## config.mk

```make
export PLATFORM = sky130hd
export DESIGN_NAME = fir_da_lowpass
export DESIGN_NICKNAME = d
export VERILOG_FILES = /design/src/rtl/fir_da_pkg.sv /design/src/rtl/fir_da_lut.sv /design/src/rtl/fir_da_slice.sv /design/src/rtl/fir_da_lowpass.sv
export SDC_FILE = /design/constraint.sdc
export NUM_CORES = 2
export LEC_CHECK = 0
export ABC_CLOCK_PERIOD_IN_PS = 26000
export BUFFER_PORTS_ARGS = -buffer_cell sky130_fd_sc_hd__clkbuf_2
export CAP_MARGIN = 10
export CORE_ASPECT_RATIO = 0.7
export CORE_UTILIZATION = 55
export DETAILED_ROUTE_END_ITERATION = 10
export PLACE_DENSITY = 0.79
export SLEW_MARGIN = 20
export SYNTH_ARGS = -nofsm -noshare
export SYNTH_HDL_FRONTEND = slang
export SYNTH_SLANG_ARGS = --single-unit
```

## constraint.sdc

```tcl
create_clock -name clk -period 26 [get_ports clk]
set_clock_uncertainty 0.05 [all_clocks]
set_input_delay 3.9 -clock clk [delete_from_list [all_inputs] [get_ports clk]]
set_output_delay 3.9 -clock clk [all_outputs]
set_load 0.02 [all_outputs]
```

## src/rtl/fir_da_pkg.sv

```systemverilog
`timescale 1ns/1ps
package fir_da_pkg;
  // Tap count and coefficient word size are tied to the constant set below.
  localparam int NTAPS = 35;
  localparam int CW    = 14;
  localparam int NUNIQ = (NTAPS + 1) / 2;

  // Unique coefficient by position: 0 is the outermost tap, NUNIQ-1 the centre.
  function automatic int coef_at(int k);
    int v;
    case (k)
      0:  v = 0;
      1:  v = -4;
      2:  v = -11;
      3:  v = -12;
      4:  v = 12;
      5:  v = 87;
      6:  v = 246;
      7:  v = 529;
      8:  v = 972;
      9:  v = 1602;
      10: v = 2420;
      11: v = 3403;
      12: v = 4492;
      13: v = 5603;
      14: v = 6628;
      15: v = 7460;
      16: v = 8002;
      17: v = 8191;
      default: v = 0;
    endcase
    return v;
  endfunction

  // One table entry: the sum of the coefficients whose select bit is set.
  function automatic int group_sum(int base, int nin, int sel);
    int s;
    s = 0;
    for (int j = 0; j < nin; j++)
      if (((sel >> j) & 1) == 1) s += coef_at(base + j);
    return s;
  endfunction
endpackage

```

## src/rtl/fir_da_lut.sv

```systemverilog
`timescale 1ns/1ps
module fir_da_lut #(
  parameter int BASE = 0,
  parameter int NIN  = 3,
  parameter int LW   = 16
) (
  input  logic [NIN-1:0]       addr,
  output logic signed [LW-1:0] val
);
  localparam int DEPTH = 1 << NIN;

  logic signed [LW-1:0] table_w [DEPTH];

  for (genvar e = 0; e < DEPTH; e++) begin : g_ent
    localparam int ENT = fir_da_pkg::group_sum(BASE, NIN, e);
    assign table_w[e] = LW'(ENT);
  end

  assign val = table_w[addr];
endmodule

```

## src/rtl/fir_da_slice.sv

```systemverilog
`timescale 1ns/1ps
module fir_da_slice #(
  parameter int NU  = 18,
  parameter int NIN = 3,
  parameter int LW  = 16,
  parameter int PW  = 19
) (
  input  logic [NU-1:0]        bits,
  output logic signed [PW-1:0] sum
);
  localparam int NG   = (NU + NIN - 1) / NIN;
  localparam int PADW = NG * NIN;

  logic [PADW-1:0]      padded;
  logic signed [LW-1:0] part [NG];

  assign padded = PADW'(bits);

  for (genvar g = 0; g < NG; g++) begin : g_grp
    fir_da_lut #(.BASE(g * NIN), .NIN(NIN), .LW(LW)) u_lut (
      .addr (padded[g*NIN +: NIN]),
      .val  (part[g])
    );
  end

  always_comb begin
    sum = '0;
    for (int g = 0; g < NG; g++)
      sum = sum + {{(PW-LW){part[g][LW-1]}}, part[g]};
  end
endmodule

```

## src/rtl/fir_da_lowpass.sv

```systemverilog
`timescale 1ns/1ps
module fir_da_lowpass #(
  parameter int XW     = 12,
  parameter int OW     = 16,
  parameter int DROP   = 13,
  parameter int LUT_IN = 3
) (
  input  logic                 clk,
  input  logic                 rst,
  input  logic signed [XW-1:0] in_data,
  input  logic                 in_valid,
  output logic                 in_ready,
  output logic signed [OW-1:0] out_data,
  output logic                 out_valid,
  input  logic                 out_ready
);
  import fir_da_pkg::*;

  localparam int NU = NUNIQ;
  localparam int SW = XW + 1;                       // pre-added word width
  localparam int NG = (NU + LUT_IN - 1) / LUT_IN;
  localparam int LW = CW + $clog2(LUT_IN + 1);      // one table output
  localparam int PW = LW + $clog2(NG + 1);          // one bit-slice sum
  localparam int AW = PW + SW + 1;                  // full-precision result

  logic signed [XW-1:0] tap [NTAPS];
  logic                 line_vld;
  logic                 adv;

  logic signed [SW-1:0] pre [NU];
  logic [NU-1:0]        bitcol [SW];
  logic signed [PW-1:0] psum [SW];
  logic signed [AW-1:0] acc, term, rnd;

  assign adv      = !out_valid || out_ready;
  assign in_ready = adv;

  // Symmetric pre-add; an odd tap count leaves the centre tap alone.
  for (genvar k = 0; k < NU; k++) begin : g_pre
    if (2 * k == NTAPS - 1) begin : g_mid
      assign pre[k] = {tap[k][XW-1], tap[k]};
    end else begin : g_pair
      assign pre[k] = {tap[k][XW-1], tap[k]} +
                      {tap[NTAPS-1-k][XW-1], tap[NTAPS-1-k]};
    end
  end

  // Regroup so that each slice sees one bit weight of every position.
  always_comb begin
    for (int b = 0; b < SW; b++)
      for (int k = 0; k < NU; k++)
        bitcol[b][k] = pre[k][b];
  end

  for (genvar b = 0; b < SW; b++) begin : g_slice
    fir_da_slice #(.NU(NU), .NIN(LUT_IN), .LW(LW), .PW(PW)) u_slice (
      .bits (bitcol[b]),
      .sum  (psum[b])
    );
  end

  // Shift-and-add over bit weights; the sign weight is subtracted.
  always_comb begin
    acc  = '0;
    term = '0;
    for (int b = 0; b < SW; b++) begin
      term = {{(AW-PW){psum[b][PW-1]}}, psum[b]} << b;
      if (b == SW - 1) acc = acc - term;
      else             acc = acc + term;
    end
    rnd = acc + AW'(1 << (DROP - 1));
  end

  always_ff @(posedge clk) begin
    if (rst) begin
      for (int i = 0; i < NTAPS; i++) tap[i] <= '0;
      line_vld  <= 1'b0;
      out_valid <= 1'b0;
      out_data  <= '0;
    end else if (adv) begin
      if (in_valid) begin
        tap[0] <= in_data;
        for (int i = 1; i < NTAPS; i++) tap[i] <= tap[i-1];
      end
      line_vld  <= in_valid;
      out_valid <= line_vld;
      if (line_vld) out_data <= rnd[DROP+OW-1:DROP];
    end
  end
endmodule

```

==> impl_metrics.toml <==
[outcome]
outcome = "finished with violations"
violations = "design-rule violations"

[cts]
ctsHtreeMaxLevel = 2
cts_buffers = 47
cts_resized = 0
clk_pin_slew_ns = 0.06
hold_buffers = 0
worstSkewPairLatency_ns = 0.65
clock_path_buffers = 3
post_cts.repair.setup_buffers = 0
root_buffer = "clkbuf_16"
cts.sink_count = 426
cts_tree = "built"

[hold_path]
worst_hold_path.endpoint = "out_data[2]"
hp-class = "reg -> reg"
min_from = "out_data[2]"
holdPathStages = 2

[job]
maxCapViolations = 0

[route]
drtIter0Drc = 4270
routed_wl_microns = 172000
drc = 5
antenna_left = 0
via_count = 44800
wire_per_inst_microns = 21.3
viasPerCell = 5.53
first_pass_iters = 9

[critical_path]
slowest_delay_ns = 0.55
path_buf_inv = 8
critPathKind = "reg -> reg"
required_ns = 26.52
worst_setup_path_start_kind = "register"
critPathArrivalTime_ns = 14.37
worst_r2r_startpoint = "tap[23][1]"
r2r_cells = 52
critical-path-top-delay-family = "adder cells"
r2r_slack_ns = 12.14
path_max_fanout = 10
end_kind = "register"
crit_slowest_cell = "fa_1"
rr_endpoint = "out_data[15]"

[finish]
area_growth_pct = 5.83
layout_commonest_cell = "inv_1"
diodes = 0
nets = 8337
drive_gt1_share_pct = 3.60
mostFrequentLayoutCells = "inv_1 (1314), ha_1 (1027), fa_1 (768)"

[sta]
tightestPinTransition_ns = 1.34
post-route-period-util_pct = 53.3
timing.final.max_slew_violations = 0
finalSetupTns_ns = 0
setup_viol = 0
fin_crit_ns = 13.86
maxSlewHeadroom_pct = 10.3
rsz0062_at_grt = "false"
hold_viol = 0
fmax_mhz = 72.2

[floorplan]
die_w_microns = 410
die_h_microns = 288
start_util_pct = 55.7
dieArea_sq_um = 118000
pin_count = 34
num_rows = 104
core_area_sq_um = 115000

[global_routing]
grt-ovfl-total = 0
grt_pass1_vias = 44100
track_usage_pct = 29.3
grt_pass1_wl_microns = 260000
grt_max_degree = 247
grt_antenna_before_repair = 6

[placement]
gp_congestion = 0.997
port_buffers = 33
dp_hpwl_microns = 150000

[synth]
syn_avg_cell_area_sq_um = 9.89
yosysSeqAreaShare_pct = 19.7
async_flop_share_pct = 0
synth_ff_type = "edfxtp_1"
yosys_warnings = 0
syn-num-nets = 8301
syn-cell-area_sq_um = 64200
syn_inst = 6490
ys_seq_elements = 426
synth_edf_count = 408
synth_cell_types = 62
stage by stage:
stage	instances	hold slack (ns)	setup slack, ns	area [sq um]	utilization [%]
after detailed placement	8014	0.403	12.33	66300	57.5
after global placement	8014	0.393	12.37	66200	57.5
final	8101	0.408	12.14	67900	58.9
after CTS	8101	0.412	12.32	67900	58.9
after floorplan	6490	0.405	11.19	64200	-
after global routing	8101	0.425	11.50	67900	58.9
layer usage:
metal | track usage, % | vias to the layer above | wire, microns
met5 | 0 | - | 0
met4 | 3.68 | 0 | 2030
met3 | 11.2 | 123 | 23900
met2 | 38.2 | 1660 | 63800
met1 | 46.1 | 22100 | 82700
li1 | - | 20900 | -
area by class of cell:
cell class,count,area (sq um)
clock buffer,55,1230
clock inverter,32,390
fill,9652,47400
inverter,1319,4950
multi-input combinational,4669,46400
sequential,426,12600
tap,1537,1920
timing repair buffer,63,415
tightest hold or removal path, delay by kind of cell (launching register included):
family | cells | cell delay (ns)
DFF | 1 | 0.31
AOI/OAI and AO/OA | 1 | 0.05
and+or+nand+nor | 1 | 0.05
synth_stat cells, drive strengths merged (83+ instances only):
| master | instances | area share, % |
|---|---|---|
| inv | 1315 | 7.7 |
| o21bai | 153 | 1.8 |
| a21o | 119 | 1.4 |
| fa | 768 | 24 |
| nand2 | 301 | 1.8 |
| o21ai | 177 | 1.4 |
| edfxtp | 408 | 19 |
| nor2 | 266 | 1.6 |
| xor2 | 133 | 1.8 |
| a21oi | 381 | 3.0 |
| nor2b | 83 | 0.81 |
| xnor2 | 334 | 4.6 |
| nand2b | 84 | 0.82 |
| and2 | 410 | 4.0 |
| ha | 1027 | 20 |
state kept, by name, indices dropped and copies added, names as in the netlist:
register and count:
tap 408, out_data 16, line_vld 1, out_valid 1
cells by family after synthesis:
logic type,count (synthesis),synth area share [%]
xor gates and xnor gates,467,6.39
muxes,103,1.69
adders and majority gates,1795,44.0
DFF,426,19.7
and+or+nand+nor,1283,10.2
buffers and inverters,1395,8.16
AOI/OAI and AO/OA,1021,9.96
how the worst max path moves through the flow:
| stage | startpoint | cells after the start | slack [ns] | to |
|---|---|---|---|---|
| after floorplan | rst | 2 | 11.19 | tap[0][0] |
| after global routing | tap[23][1] | 52 | 11.50 | out_data[15] |
| final | tap[23][1] | 52 | 12.14 | out_data[15] |
| after global placement | tap[23][1] | 52 | 12.37 | out_data[15] |
| after CTS | tap[23][1] | 52 | 12.32 | out_data[15] |
| after detailed placement | tap[23][1] | 52 | 12.33 | out_data[15] |
Power is left out: the tool's default activity adds up to more than one toggle a clock period on the data nets, which glitch-free logic cannot reach.
